<file path="config.mk">
export PLATFORM = sky130hd
export DESIGN_NAME = csr_bank
export DESIGN_NICKNAME = d
export VERILOG_FILES = /design/src/rtl/csr_bank_pkg.sv /design/src/rtl/csr_decode.sv /design/src/rtl/csr_field.sv /design/src/rtl/csr_rdmux.sv /design/src/rtl/csr_bank.sv
export SDC_FILE = /design/constraint.sdc
export NUM_CORES = 1
export LEC_CHECK = 0
export ABC_AREA = 1
export CAP_MARGIN = 10
export CORE_ASPECT_RATIO = 1.1
export CORE_UTILIZATION = 40
export CTS_CLUSTER_DIAMETER = 30
export DETAILED_ROUTE_END_ITERATION = 8
export HOLD_SLACK_MARGIN = 0.02
export PLACE_DENSITY = 0.86
export SLEW_MARGIN = 10
export SYNTH_ARGS = -nofsm -noshare
export SYNTH_HDL_FRONTEND = slang
export SYNTH_HIERARCHICAL = 1
export SYNTH_SLANG_ARGS = --single-unit
</file>
<file path="constraint.sdc">
create_clock -name clk -period 2.54 [get_ports clk]
set_input_delay 0.508 -clock clk [delete_from_list [all_inputs] [get_ports clk]]
set_output_delay 0.508 -clock clk [all_outputs]
set_load 0.02 [all_outputs]
</file>
<file path="src/rtl/csr_bank_pkg.sv">
package csr_bank_pkg;
  localparam int CSR_SLOTS = 4;

  typedef enum logic [1:0] {
    SLOT_CTL = 2'd0,
    SLOT_STS = 2'd1,
    SLOT_CMD = 2'd2,
    SLOT_DAT = 2'd3
  } csr_slot_e;
endpackage

</file>
<file path="src/rtl/csr_decode.sv">
module csr_decode #(
  parameter int WA        = 3,
  parameter int NREGS     = 4,
  parameter bit SEL_EARLY = 1'b0
) (
  input  logic             clk,
  input  logic             rst,
  input  logic [WA-1:0]    word_addr,
  output logic [NREGS-1:0] sel
);
  logic [NREGS-1:0] dec;

  always_comb begin
    for (int i = 0; i < NREGS; i++) dec[i] = (word_addr == WA'(i));
  end

  if (SEL_EARLY) begin : g_flop
    logic [NREGS-1:0] sel_r;
    always_ff @(posedge clk) begin
      if (rst) sel_r <= '0;
      else     sel_r <= dec;
    end
    assign sel = sel_r;
  end else begin : g_comb
    logic unused_clk_rst;
    assign unused_clk_rst = clk ^ rst;
    assign sel = dec;
  end
endmodule

</file>
<file path="src/rtl/csr_field.sv">
module csr_field #(
  parameter int W         = 1,
  parameter bit HANDSHAKE = 1'b0
) (
  input  logic         clk,
  input  logic         rst,
  input  logic [W-1:0] we_bits,
  input  logic [W-1:0] d,
  input  logic [W-1:0] ack,
  output logic [W-1:0] q
);
  for (genvar i = 0; i < W; i++) begin : g_bit
    logic r, nxt;
    if (HANDSHAKE) begin : g_hs
      assign nxt = we_bits[i] ? d[i] : (r & ~ack[i]);
    end else begin : g_plain
      assign nxt = we_bits[i] ? d[i] : r;
    end
    always_ff @(posedge clk) begin
      if (rst) r <= 1'b0;
      else     r <= nxt;
    end
    assign q[i] = r;
  end

  if (!HANDSHAKE) begin : g_noack
    logic unused_ack;
    assign unused_ack = ^ack;
  end
endmodule

</file>
<file path="src/rtl/csr_rdmux.sv">
module csr_rdmux #(
  parameter int DATA_W = 32,
  parameter int NREGS  = 4
) (
  input  logic [NREGS-1:0]             sel,
  input  logic [NREGS-1:0][DATA_W-1:0] words,
  output logic [DATA_W-1:0]            rdata
);
  always_comb begin
    rdata = '0;
    for (int i = 0; i < NREGS; i++)
      if (sel[i]) rdata = rdata | words[i];
  end
endmodule

</file>
<file path="src/rtl/csr_bank.sv">
module csr_bank
  import csr_bank_pkg::*;
#(
  parameter int DATA_W     = 32,
  parameter int LANE_W     = 8,
  parameter int ADDR_W     = 5,
  parameter int CTL_MODE_W = 8,
  parameter int STS_W      = 16,
  parameter int CMD_W      = 4,
  parameter bit SEL_EARLY  = 1'b0
) (
  input  logic                  clk,
  input  logic                  rst,
  input  logic [ADDR_W-1:0]     bus_addr,
  input  logic [DATA_W-1:0]     bus_wdata,
  input  logic [DATA_W/LANE_W-1:0] bus_be,
  input  logic                  bus_wr,
  input  logic                  bus_rd,
  output logic [DATA_W-1:0]     bus_rdata,
  output logic [CTL_MODE_W-1:0] ctl_mode_q,
  output logic                  ctl_en_q,
  input  logic [CTL_MODE_W-1:0] ctl_mode_hw,
  input  logic                  ctl_en_hw,
  input  logic [STS_W-1:0]      sts_hw,
  output logic [CMD_W-1:0]      cmd_req,
  input  logic [CMD_W-1:0]      cmd_ack,
  input  logic [CMD_W-1:0]      cmd_hw,
  output logic [DATA_W-1:0]     dat_q,
  output logic                  dat_rd_notify
);
  localparam int LANES   = DATA_W / LANE_W;
  localparam int LANE_AW = $clog2(LANES);
  localparam int WA      = ADDR_W - LANE_AW;
  localparam int NREGS   = CSR_SLOTS;
  localparam int CTL_W   = CTL_MODE_W + 1;

  // Spread per-lane enables onto every data bit of the lane.
  function automatic logic [DATA_W-1:0] lane_to_bits(input logic [LANES-1:0] be);
    logic [DATA_W-1:0] m;
    for (int b = 0; b < DATA_W; b++) m[b] = be[b / LANE_W];
    return m;
  endfunction

  logic [WA-1:0]     word_addr;
  logic              unused_lane_addr;
  logic [NREGS-1:0]  sel;
  logic [NREGS-1:0]  wr_hit;
  logic [DATA_W-1:0] we_mask;
  logic [NREGS-1:0][DATA_W-1:0] rd_words;

  assign word_addr        = bus_addr[ADDR_W-1:LANE_AW];
  assign unused_lane_addr = ^bus_addr[LANE_AW-1:0];
  assign we_mask          = lane_to_bits(bus_be);
  assign wr_hit           = sel & {NREGS{bus_wr}};

  csr_decode #(.WA(WA), .NREGS(NREGS), .SEL_EARLY(SEL_EARLY)) u_decode (
    .clk(clk), .rst(rst), .word_addr(word_addr), .sel(sel)
  );

  // Control word: mode field and enable bit, both read/write.
  logic [CTL_W-1:0] ctl_q;
  csr_field #(.W(CTL_W), .HANDSHAKE(1'b0)) u_ctl (
    .clk(clk), .rst(rst),
    .we_bits(we_mask[CTL_W-1:0] & {CTL_W{wr_hit[SLOT_CTL]}}),
    .d(bus_wdata[CTL_W-1:0]), .ack('0), .q(ctl_q)
  );
  assign ctl_mode_q = ctl_q[CTL_MODE_W-1:0];
  assign ctl_en_q   = ctl_q[CTL_MODE_W];

  // Command word: handshake requests.
  csr_field #(.W(CMD_W), .HANDSHAKE(1'b1)) u_cmd (
    .clk(clk), .rst(rst),
    .we_bits(we_mask[CMD_W-1:0] & {CMD_W{wr_hit[SLOT_CMD]}}),
    .d(bus_wdata[CMD_W-1:0]), .ack(cmd_ack), .q(cmd_req)
  );

  // Data word: write-only.
  csr_field #(.W(DATA_W), .HANDSHAKE(1'b0)) u_dat (
    .clk(clk), .rst(rst),
    .we_bits(we_mask & {DATA_W{wr_hit[SLOT_DAT]}}),
    .d(bus_wdata), .ack('0), .q(dat_q)
  );

  assign rd_words[SLOT_CTL] = DATA_W'({ctl_en_hw, ctl_mode_hw});
  assign rd_words[SLOT_STS] = DATA_W'(sts_hw);
  assign rd_words[SLOT_CMD] = DATA_W'(cmd_hw);
  assign rd_words[SLOT_DAT] = '0;

  csr_rdmux #(.DATA_W(DATA_W), .NREGS(NREGS)) u_rdmux (
    .sel(sel), .words(rd_words), .rdata(bus_rdata)
  );

  assign dat_rd_notify = sel[SLOT_DAT] & bus_rd;
endmodule

</file>
==> flow_metrics.env, run 1 <==
export IMPL_cts_max_level=2
export IMPL_synth_compound_area_share_pct=0.578
export IMPL_status="finished, final reports clean"
export IMPL_crit_type="input port to output pin"
export IMPL_final_layout_size_suffix_gt1_share_pct=6.88
export IMPL_dp_cells=960
export IMPL_nNetsFinal=934
export IMPL_clk_pin_slew_ns=0.08
export IMPL_setup_viol=0
export IMPL_io_buffers=137
export IMPL_critPathRequiredTime_ns=2.03
export IMPL_synthMuxAreaShare_pct=0
export IMPL_synth_simple_area_share_pct=45.8
export IMPL_switching_share_pct=31.2
export IMPL_cts_setup_buffers=0
export IMPL_fmax_mhz=412
export IMPL_synth_seq_cells=45
export IMPL_irDropWorstVdd_v=0.000217
export IMPL_drc=0
export IMPL_grt_overflow_total=0
export IMPL_yosysWarnings=6
export IMPL_hold_path_end="u_dat/g_bit[13].r$_SDFFE_PP0P_"
export IMPL_clockBufferDepth=2
export IMPL_grt_first_pass_wirelength_mm=13.1
export IMPL_start_util_pct=41.2
export IMPL_gp_congestion=0.790
export IMPL_fillCellCount=848
export IMPL_timing_rr_start="u_cmd/g_bit[2].r$_SDFF_PP0_"
export IMPL_die_y_um=99.6
export IMPL_rr_endpoint="u_cmd/g_bit[2].r$_SDFF_PP0_"
export IMPL_worstHoldStart="u_dat/g_bit[13].r$_SDFFE_PP0P_"
export IMPL_die_w_um=90.7
export IMPL_seq_power_share_pct=43.9
export IMPL_core_area_um2=8410
export IMPL_whs_path_depth=2
export IMPL_wl_met1_mm=3.31
export IMPL_synthToLayoutAreaGrowth_pct=47.2
export IMPL_syn_area_per_cell_um2=5.32
export IMPL_cap_violations=0
export IMPL_grt_pass1_vias=3125
export IMPL_hold_class="register to register"
export IMPL_ant_nets=0
export IMPL_netlist_instances=651
export IMPL_startpoint_type="input port"
export IMPL_rows=35
export IMPL_r2r_slack_ns=1.92
export IMPL_numClockSinks=45
export IMPL_tightestPinTransition_ns=0.504
export IMPL_syn_cell_area_um2=3460
export IMPL_tritoncts="built"
export IMPL_cts_buffers=5
export IMPL_viasPerCell=3.78
export IMPL_boundaryPins=156
export IMPL_firstDrtPassIters=4
export IMPL_p_int_mw=1.14
export IMPL_slew_headroom_pct=66.3
export IMPL_place_detailed_hpwl_mm=6.30
export IMPL_wl_met2_mm=3.72
export IMPL_grt_max_degree=34
export IMPL_synth_cell_types=12
export IMPL_grt_util_all_layers_pct=17.6
export IMPL_synth_fa_ha_area_share_pct=0
export IMPL_synth_top_family_by_area="simple AND/OR/NAND/NOR gates"
export IMPL_top_layer="met4"
export IMPL_power_mw=1.66
export IMPL_netSwitchingPower_mw=0.517
export IMPL_finalSetupTns_ns=0
export IMPL_wl_mm=7.81
export IMPL_power_frac_comb_pct=29.0
export IMPL_wl_per_cell_um=8.07
export IMPL_cp_arrival_ns=1.92
export IMPL_cp_max_fo=16
export IMPL_drt_iter0_markers=93
export IMPL_antenna_found_initial=0
export IMPL_fin_skew_ns=0
export IMPL_endpoint_kind="output pin"
export IMPL_clkPwrFrac_pct=27.1
export IMPL_r2r_cells=2
export IMPL_dr_wl_met3_um=650
export IMPL_holdBufCountCts=0
export IMPL_hold_viol=0
export IMPL_period_minus_slack_ns=2.43
export IMPL_slew_viol_final=0
export IMPL_finalCritPeriodShare_pct=95.5
export IMPL_p_per_area_nw_per_um2=325
export IMPL_vias=3662
export IMPL_die_area_um2=9030
export IMPL_clk_latency_ns=0.30
export IMPL_antennaDiodeCount=0
export IMPL_synth_xor_area_share_pct=0
export IMPL_power_leakage_nw=2.88
export IMPL_ys_seq_area_share_pct=26.0
export IMPL_root_buffer="clkbuf_8"
export IMPL_final_cells=968
-- cell usage in the layout (no fill, tap or decap) --
cell type,instances
a21oi_1,4
buf_12,2
buf_4,21
clkbuf_2,13
clkbuf_8,5
clkdlybuf4s15_1,3
clkdlybuf4s50_1,120
clkinv_2,1
clkinvlp_4,1
conb_1,99
dfxtp_1,45
dlymetal6s2s_1,1
inv_1,121
inv_2,3
inv_6,1
nand2_1,319
nand2_2,1
nor2_1,86
nor2_2,9
nor2_4,2
-- area by class of cell --
cell class              count  area [um^2]  area share, %
well taps                 111          139           2.72
clock inverters             3         21.3          0.417
inverters                 124          465           9.13
flip-flops and latches     45          901           17.7
clock buffers               5         68.8           1.35
multi-input cells         520         2000           39.2
repair buffers            160         1510           29.5
-- logic make-up (layout without fill, tap and decap cells) --
kind of cell	after synthesis	in the layout
and+or+nand+nor	417	417
buffers and inverters	184	292
other	1	99
AOI/OAI and AO/OA	4	4
DFF	45	45
-- synthesized netlist by cell type --
cell type / number / area [um^2]
nor2_1: 90 / 338
nand2_1: 319 / 1200
dfxtp_1: 45 / 901
nor2_2: 7 / 43.8
buf_4: 45 / 338
nand2_2: 1 / 6.26
inv_1: 121 / 454
buf_2: 3 / 15.0
conb_1: 1 / 3.75
buf_6: 12 / 135
a21oi_1: 4 / 20.0
inv_2: 3 / 11.3
-- per-layer routing --
metal	up-vias	global-route usage, %
met5	-	0
met4	0	5.09
met3	10	5.35
met2	111	31.8
met1	1456	19.7
li1	2085	-
-- power groups by stage --
| stage | sequential [mW] | combinational (mW) | clock (mW) |
|---|---|---|---|
| 3_3_place_gp | 0.743 | 0.489 | 0 |
| 3_5_place_dp | 0.744 | 0.492 | 0 |
| 2_1_floorplan | 0.742 | 0.291 | 0 |
| 6_report | 0.727 | 0.481 | 0.448 |
| 4_1_cts | 0.727 | 0.478 | 0.464 |
| 5_1_grt | 0.729 | 0.539 | 0.494 |
-- registers in the layout, summed over array words and instances, names as in the netlist --
signal / cells
u_cmd/g_bit.r: 4
u_ctl/g_bit.r: 9
u_dat/g_bit.r: 32
-- through the flow --
step | instance area [um^2] | utilization (%) | setup slack, ns | hold WS [ns]
after floorplan | 3830 | - | 0.557 | 0.456
after global placement | 5060 | 60.2 | -0.172 | 0.461
after detailed placement | 5060 | 60.2 | -0.214 | 0.471
after CTS | 5130 | 61.0 | 0.0158 | 0.488
after global routing | 5100 | 60.6 | -0.0185 | 0.512
final | 5100 | 60.6 | 0.114 | 0.486
-- how the worst max path moves through the flow --
stage | from | endpoint | slack [ns]
2_1_floorplan | bus_addr[4] | u_dat/g_bit[19].r$_SDFFE_PP0P_ | 0.56
3_3_place_gp | bus_addr[2] | bus_rdata[10] | -0.17
3_5_place_dp | bus_addr[2] | bus_rdata[8] | -0.21
4_1_cts | bus_addr[3] | dat_rd_notify | 0.02
5_1_grt | bus_addr[3] | bus_rdata[7] | -0.02
6_report | bus_addr[4] | bus_rdata[7] | 0.11
-- what timing repair did --
action / in CTS / in global routing
endpoints found under the hold margin: 0 / 0
pin swaps: 0 / 0
endpoints found under the setup margin: 16 / 17
gates resized for setup: 16 / 32
-- worst max-delay path, stage by stage --
cell,delay [ns]
clkdlybuf4s50_1,0.40
inv_1,0.07
nand2_1,0.14
nor2_4,0.15
buf_12,0.16
nand2_1,0.05
nand2_1,0.06
inv_1,0.04
nand2_1,0.05
clkdlybuf4s15_1,0.30
Power figures use the tool's default switching activity.
==> run 2: changes to the inputs <==
--- a/config.mk
+++ b/config.mk
@@ -8,10 +8,11 @@
 export ABC_AREA = 1
 export CAP_MARGIN = 10
 export CORE_ASPECT_RATIO = 1.1
+export CORE_MARGIN = 10
 export CORE_UTILIZATION = 40
 export CTS_CLUSTER_DIAMETER = 30
 export DETAILED_ROUTE_END_ITERATION = 8
-export HOLD_SLACK_MARGIN = 0.02
+export HOLD_SLACK_MARGIN = 0.15
 export PLACE_DENSITY = 0.86
 export SLEW_MARGIN = 10
 export SYNTH_ARGS = -nofsm -noshare
==> run 2 against run 1 <==
  * Sequential share of layout area barely moved
  * Clock skew did not move
  * Die area rose by 42%
  * Maximum frequency barely moved
  * Cell area fell by 0.25%
  * Worst hold slack improved by 0.0019 ns
  * Combinational power barely moved
  * Sequential power barely moved
  * First-iteration DRC count rose by 57%
  * Count of clock-buffer cells in the layout did not move
  * Wire length rose by 15%
  * Largest power group unchanged
==> flow_metrics.env, run 2 (synthesis results as in run 1) <==
export IMPL_rows=35
export IMPL_fmax_mhz=413
export IMPL_grt_pass1_vias=3237
export IMPL_cap_violations=0
export IMPL_place_detailed_hpwl_mm=7.57
export IMPL_die_y_um=118
export IMPL_vias=3676
export IMPL_cts_max_level=2
export IMPL_rsz0062_at_grt="false"
export IMPL_core_area_um2=8410
export IMPL_crit_type="input port to output pin"
export IMPL_final_layout_size_suffix_gt1_share_pct=6.65
export IMPL_viasPerCell=3.80
export IMPL_clk_pin_slew_ns=0.08
export IMPL_hold_class="register to register"
export IMPL_p_per_area_nw_per_um2=328
export IMPL_finalSetupTns_ns=0
export IMPL_endpoint_kind="output pin"
export IMPL_slew_headroom_pct=65.3
export IMPL_power_leakage_nw=2.86
export IMPL_drc=0
export IMPL_boundaryPins=156
export IMPL_synthToLayoutAreaGrowth_pct=46.9
export IMPL_startpoint_type="input port"
export IMPL_finalCritPeriodShare_pct=95.4
export IMPL_tightestPinTransition_ns=0.519
export IMPL_hold_viol=0
export IMPL_critPathSlowestCell="clkdlybuf4s50_1"
export IMPL_wl_per_cell_um=9.30
export IMPL_clockBufferDepth=2
export IMPL_crit_chain="clkdlybuf4s50_1 > inv_1 > nor2_2 > buf_4 > nand2_1 > nand2_1 > inv_1 > nand2_1 > clkdlybuf4s15_1"
export IMPL_irDropWorstVdd_v=0.000199
export IMPL_cts_buffers=5
export IMPL_placed_area_um2=5050
export IMPL_antennaDiodeCount=0
export IMPL_layout_common_cells="319 x nand2_1, 121 x inv_1, 120 x clkdlybuf4s50_1"
export IMPL_antenna_found_initial=0
export IMPL_ant_nets=0
export IMPL_drt_iter0_markers=146
export IMPL_status="finished, final reports clean"
export IMPL_power_mw=1.67
export IMPL_reg_top3="u_dat/g_bit.r (32), u_ctl/g_bit.r (9), u_cmd/g_bit.r (4)"
export IMPL_clk_latency_ns=0.30
export IMPL_holdWs_ns=0.488
export IMPL_period_minus_slack_ns=2.42
export IMPL_top_register="u_dat/g_bit.r"
export IMPL_start_util_pct=41.2
export IMPL_fin_skew_ns=0
export IMPL_layout_commonest_cell="nand2_1"
export IMPL_slew_viol_final=0
export IMPL_tritoncts="built"
export IMPL_firstDrtPassIters=4
export IMPL_die_area_um2=12800
export IMPL_root_buffer="clkbuf_8"
export IMPL_largest_reg_flops=32
export IMPL_numClockSinks=45
export IMPL_cpPeakStageDelay_ns=0.51
export IMPL_grt_max_degree=34
export IMPL_setup_viol=0
export IMPL_wl_mm=9.01
export IMPL_grt_util_all_layers_pct=13.7
export IMPL_grt_first_pass_wirelength_mm=14.8
export IMPL_cp_arrival_ns=1.92
export IMPL_cp_common_cell="nand2_1"
export IMPL_cp_max_fo=6
export IMPL_critPathRequiredTime_ns=2.03
export IMPL_fin_area_um2=5090
export IMPL_nNetsFinal=934
export IMPL_grt_overflow_total=0
export IMPL_die_w_um=109
export IMPL_gp_congestion=0.823
export IMPL_io_buffers=137
## run 2: cell count changes in the layout (fill, tap and decap cells not counted), sizes merged
| cell | delta |
|---|---|
| clkbuf | -2 |
| clkdlybuf4s15 | +2 |
| dlygate4sd2 | +1 |
| dlymetal6s2s | -1 |
## run 2: critical path: cells and delay by family
kind	cells	cell delay, ns
buf+inv	5	1.08
simple gates	4	0.33
## run 2: power breakdown
group,internal (mW),switching (mW),leakage [nW]
logic,0.222,0.260,2.45
clock network,0.199,0.262,0.0447
registers,0.720,0.00689,0.364
total,1.14,0.529,2.86
## run 2: layer usage
layer,share of wire (%),track usage (%),vias to the layer above
met5,0,0,-
li1,-,-,2091
met2,45,22.7,121
met4,1.7,3.71,0
met1,42,15.9,1454
met3,11,5.53,10
## run 2: cell type report
type                            count  area, um^2
Fill cell                         848        3320
Multi-Input combinational cell    520        1990
Timing Repair Buffer              160        1500
Sequential cell                    45         901
Inverter                          124         465
Tap cell                          111         139
Clock buffer                        5        68.8
Clock inverter                      3        25.0
## run 2: final timing paths
| path | end | slack [ns] | start | cells after the start |
|---|---|---|---|---|
| max | bus_rdata[11] | 0.12 | bus_addr[2] | 9 |
| min | u_dat/g_bit[8].r$_SDFFE_PP0P_ | 0.49 | u_dat/g_bit[8].r$_SDFFE_PP0P_ | 2 |
| max reg2reg | u_cmd/g_bit[2].r$_SDFF_PP0_ | 1.93 | u_cmd/g_bit[2].r$_SDFF_PP0_ | 2 |
| min reg2reg | u_dat/g_bit[8].r$_SDFFE_PP0P_ | 0.49 | u_dat/g_bit[8].r$_SDFFE_PP0P_ | 2 |
## run 2: timing repair
action	in CTS	in global routing
resized for setup	17	27
setup endpoints to repair	17	16
hold buffers	0	0
setup buffers	0	0
## run 2: stage by stage
step	cells	setup slack, ns	utilization, %
floorplan	749	0.557	-
global placement	960	-0.234	60.0
detailed placement	960	-0.241	60.0
CTS	968	0.0256	60.9
global route	968	0.00646	60.5
finish	968	0.116	60.5
==> run 3: changes to the inputs <==
--- a/config.mk
+++ b/config.mk
@@ -12,7 +12,6 @@
 export CORE_UTILIZATION = 40
 export CTS_CLUSTER_DIAMETER = 30
 export DETAILED_ROUTE_END_ITERATION = 8
-export HOLD_SLACK_MARGIN = 0.15
 export PLACE_DENSITY = 0.86
 export SLEW_MARGIN = 10
 export SYNTH_ARGS = -nofsm -noshare
==> results of run 3 <==
No change in the layout: final DEF, timing and power equal those of run 2.
